File: config.mk
export PLATFORM = sky130hd
export DESIGN_NAME = cfg_space
export DESIGN_NICKNAME = d
export VERILOG_FILES = /design/src/rtl/cfg_space_pkg.sv /design/src/rtl/cfg_bar.sv /design/src/rtl/cfg_msi.sv /design/src/rtl/cfg_space.sv
export SDC_FILE = /design/constraint.sdc
export NUM_CORES = 1
export LEC_CHECK = 0
export CORE_ASPECT_RATIO = 1.75
export CORE_MARGIN = 3
export CORE_UTILIZATION = 30
export DETAILED_ROUTE_END_ITERATION = 6
export DONT_BUFFER_PORTS = 1
export PLACE_DENSITY = 0.54
export SETUP_SLACK_MARGIN = 0.1
export SYNTH_ARGS = -nofsm -noshare
export SYNTH_HDL_FRONTEND = slang
export SYNTH_SLANG_ARGS = --single-unit
File: constraint.sdc
create_clock -name clk_i -period 4.34 [get_ports clk_i]
set_clock_uncertainty 0.05 [all_clocks]
set_input_delay 0.217 -clock clk_i [delete_from_list [all_inputs] [get_ports clk_i]]
set_output_delay 0.217 -clock clk_i [all_outputs]
set_load 0.02 [all_outputs]
File: src/rtl/cfg_space_pkg.sv
package cfg_space_pkg;
  typedef logic [5:0] idx_t;
  localparam idx_t IDX_ID     = 6'd0;
  localparam idx_t IDX_CMD    = 6'd1;
  localparam idx_t IDX_CLASS  = 6'd2;
  localparam idx_t IDX_MISC   = 6'd3;
  localparam idx_t IDX_IOBAR  = 6'd4;
  localparam idx_t IDX_M0LO   = 6'd5;
  localparam idx_t IDX_M0HI   = 6'd6;
  localparam idx_t IDX_M1LO   = 6'd7;
  localparam idx_t IDX_M1HI   = 6'd8;
  localparam idx_t IDX_SUBSYS = 6'd11;
  localparam idx_t IDX_ROM    = 6'd12;
  localparam idx_t IDX_CAPP   = 6'd13;
  localparam idx_t IDX_INT    = 6'd15;
  localparam idx_t IDX_PM     = 6'd16;
  localparam idx_t IDX_PMCSR  = 6'd17;
  localparam idx_t IDX_MSI    = 6'd18;
  localparam idx_t IDX_MALO   = 6'd19;
  localparam idx_t IDX_MAHI   = 6'd20;
  localparam idx_t IDX_MDATA  = 6'd21;

  typedef enum logic [1:0] {PS_D0 = 2'b00, PS_D1 = 2'b01, PS_D2 = 2'b10, PS_D3 = 2'b11} pstate_e;

  // byte-lane write merge restricted to writable bits
  function automatic logic [31:0] lane_merge(input logic [31:0] old_v, input logic [31:0] wr_v,
                                             input logic [3:0] be, input logic [31:0] wmask);
    logic [31:0] r;
    r = old_v;
    for (int b = 0; b < 4; b++)
      if (be[b]) r[8*b +: 8] = (old_v[8*b +: 8] & ~wmask[8*b +: 8]) | (wr_v[8*b +: 8] & wmask[8*b +: 8]);
    return r;
  endfunction
endpackage

File: src/rtl/cfg_bar.sv
module cfg_bar
  import cfg_space_pkg::*;
#(
  parameter int unsigned SIZE_LOG2 = 8,
  parameter bit          IS_IO     = 1'b0,
  parameter bit          WIDE      = 1'b1,
  localparam int unsigned BW       = WIDE ? 64 : 32
) (
  input  logic          clk_i,
  input  logic          rst_ni,
  input  logic          we_lo_i,
  input  logic          we_hi_i,
  input  logic [3:0]    be_i,
  input  logic [31:0]   wdata_i,
  output logic [31:0]   rd_lo_o,
  output logic [BW-1:0] base_o
);
  localparam logic [31:0] LO_MASK   = ~((32'd1 << SIZE_LOG2) - 32'd1);
  localparam logic [31:0] TYPE_BITS = IS_IO ? 32'h1 : (WIDE ? 32'h4 : 32'h0);

  logic [31:0] lo_q;
  always_ff @(posedge clk_i or negedge rst_ni)
    if (!rst_ni)      lo_q <= '0;
    else if (we_lo_i) lo_q <= lane_merge(lo_q, wdata_i, be_i, LO_MASK);

  assign rd_lo_o = lo_q | TYPE_BITS;

  generate
    if (WIDE) begin : g_wide
      logic [31:0] hi_q;
      always_ff @(posedge clk_i or negedge rst_ni)
        if (!rst_ni)      hi_q <= '0;
        else if (we_hi_i) hi_q <= lane_merge(hi_q, wdata_i, be_i, 32'hFFFF_FFFF);
      assign base_o = {hi_q, lo_q};
    end else begin : g_narrow
      logic unused_hi;
      assign unused_hi = we_hi_i;
      assign base_o    = lo_q;
    end
  endgenerate
endmodule

File: src/rtl/cfg_msi.sv
module cfg_msi
  import cfg_space_pkg::*;
#(
  parameter int unsigned MSI_MMC = 3
) (
  input  logic        clk_i,
  input  logic        rst_ni,
  input  logic        we_ctl_i,
  input  logic        we_alo_i,
  input  logic        we_ahi_i,
  input  logic        we_dat_i,
  input  logic [3:0]  be_i,
  input  logic [31:0] wdata_i,
  output logic [31:0] ctl_rd_o,
  output logic [31:0] alo_rd_o,
  output logic [31:0] ahi_rd_o,
  output logic [31:0] dat_rd_o,
  output logic        msi_en_o,
  output logic [63:0] msi_addr_o,
  output logic [15:0] msi_data_o
);
  localparam logic [2:0] MMC = 3'(MSI_MMC);

  logic        en_q;
  logic [2:0]  mme_q, mme_req;
  logic [31:0] alo_q, ahi_q, dat_q;

  assign mme_req = wdata_i[22:20];

  always_ff @(posedge clk_i or negedge rst_ni)
    if (!rst_ni) begin
      en_q  <= 1'b0;
      mme_q <= '0;
      alo_q <= '0;
      ahi_q <= '0;
      dat_q <= '0;
    end else begin
      if (we_ctl_i && be_i[2]) begin
        en_q  <= wdata_i[16];
        mme_q <= (mme_req > MMC) ? MMC : mme_req;  // keep allocation within capability
      end
      if (we_alo_i) alo_q <= lane_merge(alo_q, wdata_i, be_i, 32'hFFFF_FFFC);
      if (we_ahi_i) ahi_q <= lane_merge(ahi_q, wdata_i, be_i, 32'hFFFF_FFFF);
      if (we_dat_i) dat_q <= lane_merge(dat_q, wdata_i, be_i, 32'h0000_FFFF);
    end

  assign ctl_rd_o   = {8'h00, 1'b1, mme_q, MMC, en_q, 8'h00, 8'h05};
  assign alo_rd_o   = alo_q;
  assign ahi_rd_o   = ahi_q;
  assign dat_rd_o   = dat_q;
  assign msi_en_o   = en_q;
  assign msi_addr_o = {ahi_q, alo_q};
  assign msi_data_o = dat_q[15:0];
endmodule

File: src/rtl/cfg_space.sv
module cfg_space
  import cfg_space_pkg::*;
#(
  parameter logic [15:0] VENDOR_ID  = 16'hABCD,
  parameter logic [15:0] DEVICE_ID  = 16'h0030,
  parameter logic [7:0]  REV_ID     = 8'h01,
  parameter logic [15:0] SUBSYS_VID = 16'h0000,
  parameter logic [15:0] SUBSYS_ID  = 16'h0000,
  parameter logic [7:0]  LAT_PCIX   = 8'h40,
  parameter int unsigned IO_LOG2    = 8,
  parameter int unsigned M0_LOG2    = 10,
  parameter int unsigned M1_LOG2    = 16,
  parameter int unsigned MSI_MMC    = 3
) (
  input  logic        clk_i,
  input  logic        rst_ni,
  input  logic        pcix_mode_i,
  input  logic        cfg_we_i,
  input  logic [5:0]  cfg_idx_i,
  input  logic [3:0]  cfg_be_i,
  input  logic [31:0] cfg_wdata_i,
  output logic [31:0] cfg_rdata_o,
  input  logic        core_irq_i,
  output logic        intx_o,
  output logic        io_en_o,
  output logic        mem_en_o,
  output logic        bus_master_o,
  output logic        rom_en_o,
  output logic [31:0] io_base_o,
  output logic [63:0] mem0_base_o,
  output logic [63:0] mem1_base_o,
  output logic [31:0] rom_base_o,
  output logic [1:0]  pwr_state_o,
  output logic        msi_en_o,
  output logic [63:0] msi_addr_o,
  output logic [15:0] msi_data_o
);
  localparam logic [31:0] CMD_WMASK = 32'h0000_0547;
  localparam logic [31:0] ROM_WMASK = 32'hFFFF_F801;

  logic [31:0] cmd_q, misc_q, rom_q, int_q, pm_q;
  logic        lat_set_q;
  logic [7:0]  lat_rd;
  logic        in_d2;

  function automatic logic hit(input idx_t i);
    return cfg_we_i && (cfg_idx_i == i);
  endfunction

  always_ff @(posedge clk_i or negedge rst_ni)
    if (!rst_ni) begin
      cmd_q     <= '0;
      misc_q    <= '0;
      rom_q     <= '0;
      int_q     <= '0;
      pm_q      <= '0;
      lat_set_q <= 1'b0;
    end else begin
      if (hit(IDX_CMD))   cmd_q  <= lane_merge(cmd_q, cfg_wdata_i, cfg_be_i, CMD_WMASK);
      if (hit(IDX_MISC))  misc_q <= lane_merge(misc_q, cfg_wdata_i, cfg_be_i, 32'h0000_FFFF);
      if (hit(IDX_MISC) && cfg_be_i[1]) lat_set_q <= 1'b1;
      if (hit(IDX_ROM))   rom_q  <= lane_merge(rom_q, cfg_wdata_i, cfg_be_i, ROM_WMASK);
      if (hit(IDX_INT))   int_q  <= lane_merge(int_q, cfg_wdata_i, cfg_be_i, 32'h0000_00FF);
      if (hit(IDX_PMCSR)) pm_q   <= lane_merge(pm_q, cfg_wdata_i, cfg_be_i, 32'h0000_0003);
    end

  // the latency timer follows the bus mode until software writes it
  assign lat_rd = lat_set_q ? misc_q[15:8] : (pcix_mode_i ? LAT_PCIX : 8'h00);

  logic [31:0] io_rd, m0_rd, m1_rd;
  logic [31:0] io_base;

  cfg_bar #(.SIZE_LOG2(IO_LOG2), .IS_IO(1'b1), .WIDE(1'b0)) u_bar_io (
    .clk_i, .rst_ni, .we_lo_i(hit(IDX_IOBAR)), .we_hi_i(1'b0), .be_i(cfg_be_i),
    .wdata_i(cfg_wdata_i), .rd_lo_o(io_rd), .base_o(io_base));

  cfg_bar #(.SIZE_LOG2(M0_LOG2), .IS_IO(1'b0), .WIDE(1'b1)) u_bar_m0 (
    .clk_i, .rst_ni, .we_lo_i(hit(IDX_M0LO)), .we_hi_i(hit(IDX_M0HI)), .be_i(cfg_be_i),
    .wdata_i(cfg_wdata_i), .rd_lo_o(m0_rd), .base_o(mem0_base_o));

  cfg_bar #(.SIZE_LOG2(M1_LOG2), .IS_IO(1'b0), .WIDE(1'b1)) u_bar_m1 (
    .clk_i, .rst_ni, .we_lo_i(hit(IDX_M1LO)), .we_hi_i(hit(IDX_M1HI)), .be_i(cfg_be_i),
    .wdata_i(cfg_wdata_i), .rd_lo_o(m1_rd), .base_o(mem1_base_o));

  logic [31:0] msi_ctl_rd, msi_alo_rd, msi_ahi_rd, msi_dat_rd;

  cfg_msi #(.MSI_MMC(MSI_MMC)) u_msi (
    .clk_i, .rst_ni,
    .we_ctl_i(hit(IDX_MSI)), .we_alo_i(hit(IDX_MALO)), .we_ahi_i(hit(IDX_MAHI)),
    .we_dat_i(hit(IDX_MDATA)), .be_i(cfg_be_i), .wdata_i(cfg_wdata_i),
    .ctl_rd_o(msi_ctl_rd), .alo_rd_o(msi_alo_rd), .ahi_rd_o(msi_ahi_rd), .dat_rd_o(msi_dat_rd),
    .msi_en_o, .msi_addr_o, .msi_data_o);

  always_comb begin
    unique case (cfg_idx_i)
      IDX_ID:     cfg_rdata_o = {DEVICE_ID, VENDOR_ID};
      IDX_CMD:    cfg_rdata_o = cmd_q | 32'h0010_0000;
      IDX_CLASS:  cfg_rdata_o = {24'h010000, REV_ID};
      IDX_MISC:   cfg_rdata_o = {misc_q[31:16], lat_rd, misc_q[7:0]};
      IDX_IOBAR:  cfg_rdata_o = io_rd;
      IDX_M0LO:   cfg_rdata_o = m0_rd;
      IDX_M0HI:   cfg_rdata_o = mem0_base_o[63:32];
      IDX_M1LO:   cfg_rdata_o = m1_rd;
      IDX_M1HI:   cfg_rdata_o = mem1_base_o[63:32];
      IDX_SUBSYS: cfg_rdata_o = {SUBSYS_ID, SUBSYS_VID};
      IDX_ROM:    cfg_rdata_o = rom_q;
      IDX_CAPP:   cfg_rdata_o = 32'h0000_0040;
      IDX_INT:    cfg_rdata_o = int_q | 32'h0010_0100;
      IDX_PM:     cfg_rdata_o = 32'h0002_4801;
      IDX_PMCSR:  cfg_rdata_o = pm_q;
      IDX_MSI:    cfg_rdata_o = msi_ctl_rd;
      IDX_MALO:   cfg_rdata_o = msi_alo_rd;
      IDX_MAHI:   cfg_rdata_o = msi_ahi_rd;
      IDX_MDATA:  cfg_rdata_o = msi_dat_rd;
      default:    cfg_rdata_o = '0;
    endcase
  end

  assign pwr_state_o  = pm_q[1:0];
  assign in_d2        = (pstate_e'(pm_q[1:0]) == PS_D2);
  assign io_en_o      = cmd_q[0] & ~in_d2;
  assign mem_en_o     = cmd_q[1] & ~in_d2;
  assign bus_master_o = cmd_q[2] & ~in_d2;
  assign rom_en_o     = rom_q[0] & mem_en_o;
  assign intx_o       = core_irq_i & ~in_d2 & ~cmd_q[10] & ~msi_en_o;
  assign io_base_o    = io_base;
  assign rom_base_o   = {rom_q[31:11], 11'b0};
endmodule

[After elaboration in Yosys (flattened, before gate mapping)]
Cells that the tools add are included.
Word-level totals
  input bits: 47
  output and inout port bits: 312
  register bits after elaboration: 293
  word-level logic and storage cells: 132
Operators by class
  reductions and logical operators: 53
  bitwise operators: 17
  muxes and demuxes: 4
  $lt $le $gt $ge: 1
  equality and inequality tests: 18
Operator list (count)
  $pmux W32 S18: 1
  $reduce_and A2 Y1: 36
  $eq A6 B5 Y1 const B: 6
  $eq A6 B3 Y1 const B: 4
  $eq A6 B4 Y1 const B: 4
  $logic_and A1 B1 Y1: 16
  $or A2 B8 Y8: 2
  $eq A6 B2 Y1 const B: 2
  $mux W8: 1
  $or A3 B8 Y8: 1
  $or A8 B1 Y8: 1
  $or A8 B2 Y8: 1
  $or A8 B3 Y8: 1
  $or A8 B7 Y8: 1
  $and A1 B1 Y1: 7
  $mux W7: 1
  $eq A6 B1 Y1 const B: 1
  $logic_not A6 Y1: 1
  $gt A3 B2 Y1 const B: 1
  $mux W3: 1
  $not A1 Y1: 3
  $eq A2 B2 Y1 const B: 1

[Longest topological paths before layout]
Gate-level depths: netlist of the first run.
  word-level depth: 5
  depth in mapped cells: 7
  depth with buffers taken out: 4

[Cells and area by module]
From an unflattened synthesis of the first run, not the netlist that was laid out.
Unflattened totals
  cell total of the unflattened synthesis: 1304
  area, all modules: 15049.4 um^2
Modules (own cells, without submodules)
  cfg_space: area an instance 5378.9 um^2, seq. area each 1376.3 um^2, instances 1, cells an instance 591
  cfg_msi: area an instance 4007.6 um^2, seq. area each 2052.0 um^2, instances 1, cells an instance 309
  cfg_bar (u_bar_m0): area an instance 2323.5 um^2, seq. area each 1351.3 um^2, instances 1, cells an instance 159
  cfg_bar (u_bar_m1): area an instance 2142.1 um^2, seq. area each 1201.2 um^2, instances 1, cells an instance 152
  cfg_bar (u_bar_io): area an instance 1197.4 um^2, seq. area each 600.6 um^2, instances 1, cells an instance 93

[Worst setup path before layout of the first run]
OpenSTA, ideal clock, no wires.
  path type: input to output
  start point: in cfg_idx_i[5]
  end point: out cfg_rdata_o[31]
  slack: 2352 ps
  stages on the path: 6
  data required time: 4073 ps
  path buffers: 2
  data arrival time: 1721 ps
  path through: buf_2 > or4_1 > nor3_2 > buf_4 > a22oi_1 > nand3_1
Between the ends
  longest elaborated chain between the ends: 2
  elaborated cells between the ends (all ways): 19
  those cells by class: eq/ne (17); mux (1); reduce/logical (1)
RTL lines
  start, declared: RTL line cfg_space.sv:19  | input logic [5:0] cfg_idx_i,
  $eq A6 B5 Y1 (tied with other cells): RTL line cfg_space.sv:95  | unique case (cfg_idx_i)
  $pmux W32 S18 (*): RTL line cfg_space.sv:95
  end, declared: RTL line cfg_space.sv:22  | output logic [31:0] cfg_rdata_o,
Mark *: on every way between the ends. The rest lies on a longest branch, timed or not.

[Final worst setup path of the first run]
  start point: reg u_bar_m1.g_wide.hi_q[7]
  end point: out cfg_rdata_o[7]
Between the ends
  longest elaborated chain between the ends: 1
RTL lines
  start, declared: RTL line cfg_bar.sv:30  | logic [31:0] hi_q;
  start signal, assigned: RTL line cfg_bar.sv:33  | else if (we_hi_i) hi_q <= lane_merge(hi_q, wdata_i, be_i, 32'hFFFF_FFFF);
  $pmux W32 S18: RTL line cfg_space.sv:95
No other way between the ends.

==> flow_summary.json, run 1 <==
{
  "status": "complete, but fails checks",
  "violations": "negative hold slack",
  "clock_latency_ns": 0.55,
  "fp.dieW_um": 162.3,
  "fin_ws_ns": 1.417,
  "cp_data_required_time_ns": 4.07,
  "cap_violations": 0,
  "die-area_sq_um": 45390,
  "cp-end-kind": "primary output",
  "syn_to_final_growth_pct": 12.52,
  "yosysTopAreaCellShare_pct": 51.29,
  "grt-ovfl-total": 0,
  "syn-mean-instance-area_sq_um": 13.09,
  "highest_layer": "met4",
  "synth_area_sq_um": 12830,
  "vias_per_cell": 5.586,
  "h-tree-depth": 1,
  "fin_crit_sh_pct": 67.36,
  "firstDrtPassIters": 6,
  "cp_max_fo": 3,
  "grt_max_degree": 264,
  "worstSetupPathType": "flip-flop to primary output",
  "yosysUniqueCellTypes": 68,
  "grt_pass1_wl_um": 71810,
  "synth_xor_area_share_pct": 0.06826,
  "total_leakage_power_uw": 0.006737,
  "crit_path_start_kind": "flip-flop",
  "port_buffers": 0,
  "p_sw_share_pct": 28.80,
  "cts_inserted_buffers": 28,
  "placed_cells": 1489,
  "synth-adder-area-share_pct": 0,
  "hp-class": "input port to async pin",
  "drt_wl_total_um": 51580,
  "synth_compound_area_share_pct": 7.440,
  "drt_iter0_drc": 678,
  "timing.rr.end": "pm_q[0]",
  "ys.warnings.count": 0,
  "fin_cells": 1583,
  "synth-seq-cells": 263,
  "clockBufferDepth": 3,
  "grt_pass1_vias": 9216,
  "synth.most_common_cell": "mux2_2",
  "arrival_ns": 2.66,
  "synth_top_family_by_area": "multiplexers",
  "max-slew-margin-rel_pct": 17.85,
  "powerDensity_nw_per_um2": 416.7,
  "netlist_top_cells_count": "mux2_2, dfrtp_1, buf_4",
  "antenna_found_initial": 3,
  "combPwrFrac_pct": 7.5,
  "reg2reg_depth": 1,
  "setup-tns-final_ns": 0,
  "synth.area.mux_share_pct": 25.03,
  "power_frac_seq_pct": 51.7,
  "final-max-slew-violation-count": 0,
  "place_ws_ns": 1.468,
  "synth_ff_type": "dfrtp_1",
  "die_y_um": 279.6,
  "core_sq_um": 41990,
  "clockPowerShare_pct": 40.8,
  "worst_pin_slew_ns": 1.231,
  "critPathLaunch": "u_bar_m1.g_wide.hi_q[7]",
  "drc_errors": 0,
  "hold_violations": 263,
  "dp_hpwl_um": 37130,
  "vias": 8843,
  "met3_length_um": 3779,
  "intPower_uw": 4283,
  "synthSimpleGateAreaFrac_pct": 10.39,
  "crit_buf_inv": 0,
  "cts.clk_slew.worst_paths_ns": 0.06,
  "reg2reg_slack_ns": 3.28,
  "ys_top_cells_by_area": "dfrtp_1, mux2_2, buf_4",
  "nNetsFinal": 1049,
  "max_freq_mhz": 342.1,
  "p_total_uw": 6016,
  "syn_inst": 980,
  "synth_area_leader_cell": "dfrtp_1",
  "rows": 99,
  "final_antenna_net_count": 0,
  "hold_slack_ns": -0.6872,
  "switching_power_uw": 1733,
  "ys_seq_area_share_pct": 51.29,
  "cts_resized": 0,
  "peakVddDrop_mv": 0.3384,
  "ios": 359,
  "rsz0062_at_grt": "no",
  "gp_congestion": 0.8363,
  "met1_length_um": 17320,
  "start_util_pct": 30.56,
  "hold_buffers": 38,
  "drive_above_1_share_pct": 36.91,
  "max_stage_delay_ns": 0.95,
  "wl_met2_um": 27900,
  "postCtsSetupRepairBufs": 0,
  "routedWlPerCell_um": 32.58,
  "cts_tree": "done",
  "finalSetupViolations": 0,
  "period_needed_ns": 2.923,
  "crit_family": "compound AO/OA/AOI/OAI gates",
  "grt_use_total_pct": 21.90,
  "root_buffer": "clkbuf_16",
  "critPathSlowestCell": "a2111oi_0",
  "cts.sinks": 263,
  "synthArstFlopShare_pct": 100.0,
  "cp_cell_sequence": "and3_1, a2111oi_0, nand3_1",
  "synth_edf_count": 0,
  "reg2reg_from": "pm_q[0]",
  "final_core_util_pct": 34.38
}
## per-layer routing
layer,GRT usage (%),vias up
met5,0,-
met4,10.22,0
met3,5.356,107
met2,40.95,460
met1,22.66,4670
li1,-,3606
## registers in the layout (all words and copies together) (netlist names)
| name | flops |
|---|---|
| u_bar_m0.g_wide.hi_q | 32 |
| u_bar_m1.g_wide.hi_q | 32 |
| u_msi.ahi_rd_o | 32 |
| u_msi.alo_rd_o | 30 |
| u_bar_io.base_o | 24 |
| rom_q | 22 |
| u_bar_m0.lo_q | 22 |
| misc_q | 16 |
| u_bar_m1.lo_q | 16 |
| u_msi.dat_rd_o | 16 |
| int_q | 8 |
| cmd_q | 6 |
| u_msi.mme_q | 3 |
| pm_q | 2 |
| lat_set_q | 1 |
| u_msi.msi_en_o | 1 |
## cell usage in the layout (no fill, tap or decap), types with 15 or more instances in the layout
cell type        n
conb_1          47
nand3_1         31
nor3_1          15
nand2_1         18
dlygate4sd3_1   38
mux2_2         265
dfrtp_1        263
buf_4           16
and3_1          31
clkbuf_16       29
mux2i_1         16
a22oi_1         44
nor2_1          18
## through the flow
stage               cell area (sq um)  hold slack (ns)
detailed placement              13120          -0.1197
global placement                13120          -0.1194
global route                    14440          -0.7159
finish                          14440          -0.6872
CTS                             14430          -0.7182
floorplan                       13000          -0.1286
## cell type report
class / instances / area, sq um
Antenna cell: 4 / 10.01
Clock inverter: 11 / 117.6
Multi-Input combinational cell: 649 / 5700
Inverter: 6 / 22.52
Tap cell: 555 / 694.4
Sequential cell: 263 / 6581
Clock buffer: 41 / 810.8
Fill cell: 4151 / 27550
Timing Repair Buffer: 54 / 500.5
## cell families (layout without fill, tap and decap cells)
logic type | Yosys count | count (layout)
mux | 286 | 286
buf+inv | 114 | 112
other cells | 1 | 51
simple gates | 194 | 194
flops | 263 | 263
xor+xnor | 1 | 1
compound gates | 121 | 121
## power by group through the flow
| stage | registers (uW) | logic (uW) | clock network, uW |
|---|---|---|---|
| 6_report | 3110 | 450 | 2460 |
| 5_1_grt | 3130 | 486 | 2610 |
| 4_1_cts | 3110 | 452 | 2510 |
| 3_5_place_dp | 3160 | 390 | 0 |
| 3_3_place_gp | 3160 | 380 | 0 |
| 2_1_floorplan | 3020 | 424 | 0 |
## worst max path at each step
| stage | end | slack, ns | depth (start not counted) |
|---|---|---|---|
| after floorplan | cfg_rdata_o[31] | 2.35 | 6 |
| after global routing | cfg_rdata_o[7] | 1.30 | 3 |
| after global placement | cfg_rdata_o[7] | 1.47 | 4 |
| after CTS | cfg_rdata_o[7] | 1.39 | 3 |
| final | cfg_rdata_o[7] | 1.42 | 3 |
| after detailed placement | cfg_rdata_o[11] | 1.47 | 4 |
(Power assumes the default switching activity.)
==> run 2: changes to the inputs <==
ABC_AREA = 1   (was not set)
PLACE_DENSITY = 0.55   (was 0.54)
clock period = 2.45 ns   (was 4.34 ns; I/O delays follow)
==> run 2 against run 1 <==
The run still ends with negative hold slack left. Highest routed layer unchanged. First-iteration DRC count rose by 15%. Largest cell class unchanged. Global-route usage decreased by 0.16 points. Die area down 1.7%. Flip-flop and latch count stayed put. Via count is 24% higher. Cell area rose by 0.52%.
==> flow_summary.json, run 2 <==
{
  "nNetsFinal": 1676,
  "crit_end": "cfg_rdata_o[10]",
  "status": "complete, but fails checks",
  "intPower_uw": 7866,
  "ys_top_cells_by_area": "dfrtp_1, nand2_1, o21ai_0",
  "synth_edf_count": 0,
  "final_common_cell": "nand2_1",
  "synthArstFlopShare_pct": 100.0,
  "reg2reg_from": "u_msi.mme_q[0]",
  "postCtsSetupRepairBufs": 0,
  "port_buffers": 0,
  "cp-end-kind": "primary output",
  "setup-tns-final_ns": 0,
  "antenna_found_initial": 2,
  "synth.area.mux_share_pct": 0,
  "layout_common_cells": "nand2_1, dfrtp_1, o21ai_0",
  "vias_per_cell": 4.965,
  "core_sq_um": 41200,
  "rsz0062_at_grt": "no",
  "final-max-slew-violation-count": 0,
  "cp_cell_sequence": "dlygate4sd3_1, inv_1, nand2_1, nor2_1, buf_6, nand3_1, nand2_1, nor2_1, nand3_1, buf_12",
  "placed_cell_area_sq_um": 13040,
  "worst-path-stages": 10,
  "worst_pin_slew_ns": 1.042,
  "grt-ovfl-total": 0,
  "max-slew-margin-rel_pct": 30.56,
  "synth_xor_area_share_pct": 0,
  "crit_family": "buffers and inverters",
  "grt_use_met2_pct": 37.79,
  "synth.most_common_cell": "nand2_1",
  "cts_inserted_buffers": 28,
  "grt_pass1_vias": 10740,
  "synth-adder-area-share_pct": 0,
  "synth_top_family_by_area": "simple AND/OR/NAND/NOR gates",
  "fin_cells": 2201,
  "peakVddDrop_mv": 0.5524,
  "cts.sinks": 263,
  "cp_data_required_time_ns": 2.28,
  "root_buffer": "clkbuf_16",
  "fin_crit_sh_pct": 92.09,
  "power_frac_seq_pct": 49.8,
  "violations": "negative hold slack",
  "total_leakage_power_uw": 0.007133,
  "ys_seq_area_share_pct": 52.20,
  "finalSetupViolations": 0,
  "synth-seq-cells": 263,
  "syn_to_final_growth_pct": 15.12,
  "synth_area_leader_cell": "dfrtp_1",
  "syn_inst": 1603,
  "hold_slack_ns": -0.7754,
  "cp_max_fo": 12,
  "placed_cells": 2107,
  "switching_power_uw": 3249,
  "h-tree-depth": 1,
  "critPathLaunch": "cfg_idx_i[1]",
  "hp-class": "input port to async pin",
  "synthSimpleGateAreaFrac_pct": 28.16,
  "drt_wl_total_um": 49920,
  "drc_errors": 0,
  "max_freq_mhz": 443.2,
  "p_sw_share_pct": 29.23,
  "period_needed_ns": 2.256,
  "grt_util_met1_pct": 23.15,
  "max_stage_delay_ns": 0.59,
  "met3_usage_pct": 6.749,
  "drt_iter0_drc": 780,
  "routedWlPerCell_um": 22.68,
  "ys.warnings.count": 0,
  "final_antenna_net_count": 0,
  "netlist_top_cells_count": "nand2_1, dfrtp_1, o21ai_0",
  "combPwrFrac_pct": 6.9,
  "drive_above_1_share_pct": 8.065,
  "clock_latency_ns": 0.57,
  "gp_congestion": 0.9236,
  "reg2reg_depth": 3,
  "worstSetupPathType": "input port to primary output",
  "crit_buf_inv": 4,
  "clockBufferDepth": 3,
  "synth_compound_area_share_pct": 10.82,
  "top_usage_layer": "met2",
  "yosysUniqueCellTypes": 26,
  "rows": 98,
  "crit_path_start_kind": "input port",
  "ios": 359,
  "yosysTopAreaCellShare_pct": 52.20,
  "grt_max_degree": 264,
  "syn-mean-instance-area_sq_um": 7.865,
  "hold_buffers": 42,
  "fin_area_sq_um": 14510,
  "die-area_sq_um": 44620,
  "start_util_pct": 30.60,
  "vias": 10930,
  "timing.rr.end": "u_msi.mme_q[0]",
  "cap_violations": 0,
  "dp_hpwl_um": 36650,
  "hold_violations": 263,
  "grt_pass1_wl_um": 73150,
  "firstDrtPassIters": 5,
  "critPathSlowestCell": "dlygate4sd3_1",
  "reg2reg_slack_ns": 1.21,
  "cts.clk_slew.worst_paths_ns": 0.06,
  "clockPowerShare_pct": 43.3,
  "cts_tree": "done",
  "synth_area_sq_um": 12610,
  "arrival_ns": 2.08,
  "fp.dieW_um": 161.0,
  "synth_ff_type": "dfrtp_1",
  "die_y_um": 277.2,
  "grt_use_total_pct": 21.74,
  "powerDensity_nw_per_um2": 765.9
}
## run 2: cell count changes in the layout (fill, tap and decap cells not counted), moves of 31 or more
| cell | change |
|---|---|
| nand2_1 | +582 |
| a22oi_1 | -44 |
| o21ai_0 | +133 |
| and3_1 | -31 |
| mux2_2 | -265 |
| o21ai_1 | +131 |
| inv_1 | +58 |
| nand3_1 | +69 |
| nor2_1 | +85 |
## run 2: worst min-delay path by stage
| stage | from | to | slack, ns | cells after the start |
|---|---|---|---|---|
| after detailed placement | rst_ni | u_msi.ahi_rd_o[12] | -0.21 | 0 |
| final | rst_ni | u_msi.alo_rd_o[14] | -0.78 | 0 |
| after floorplan | rst_ni | cmd_q[0] | -0.22 | 0 |
| after global routing | rst_ni | u_msi.dat_rd_o[12] | -0.80 | 0 |
| after CTS | rst_ni | u_bar_m0.lo_q[12] | -0.81 | 0 |
| after global placement | rst_ni | u_msi.dat_rd_o[12] | -0.21 | 0 |
## run 2: kinds of logic after synthesis
group,Yosys count
buffers and inverters,205
AND/OR/NAND/NOR,862
other,1
AO/OA/AOI/OAI,272
flip-flops,263
## run 2: what timing repair did
action | 4_1_cts | 5_1_grt
endpoints found under the hold margin | 525 | 263
gates resized for setup | 0 | 4
setup endpoints to repair | 0 | 3
## run 2: routing by layer
| layer | part of all wire (%) | wire length, um | vias up |
|---|---|---|---|
| li1 | - | - | 5119 |
| met1 | 35 | 17260 | 5144 |
| met2 | 50 | 24790 | 534 |
| met3 | 9.3 | 4641 | 130 |
| met4 | 6.5 | 3236 | 0 |
| met5 | 0 | 0 | - |
## run 2: metrics by stage
stage / util [%] / worst slack, ns / total power, uW
floorplan: - / 0.9704 / 6014
detailed placement: 31.65 / 0.4142 / 6324
CTS: 35.17 / 0.1032 / 11220
finish: 35.23 / 0.1937 / 11120
global route: 35.23 / 0.1091 / 11510
global placement: 31.65 / 0.4812 / 6296
## run 2: power by group through the flow
stage,logic [uW],clock network (uW),registers (uW)
floorplan,663,0,5350
global placement,678,0,5620
detailed placement,700,0,5620
CTS,760,4910,5540
global route,865,5060,5580
finish,763,4820,5530
## run 2: worst register-to-register path, cell delays in order, from the launching register on
cell           delay [ns]
dfrtp_1              0.37
inv_1                0.07
o21ai_0              0.08
dlygate4sd3_1        0.56
## run 2: area by class of cell
| cell class | count | area [sq um] |
|---|---|---|
| multi-input combinational | 1181 | 5110 |
| inverter | 73 | 274.0 |
| sequential | 263 | 6581 |
| fill | 4332 | 26690 |
| clock inverter | 14 | 237.7 |
| timing repair buffer | 82 | 824.5 |
| antenna | 2 | 5.005 |
| clock buffer | 36 | 792.0 |
| tap | 550 | 688.2 |
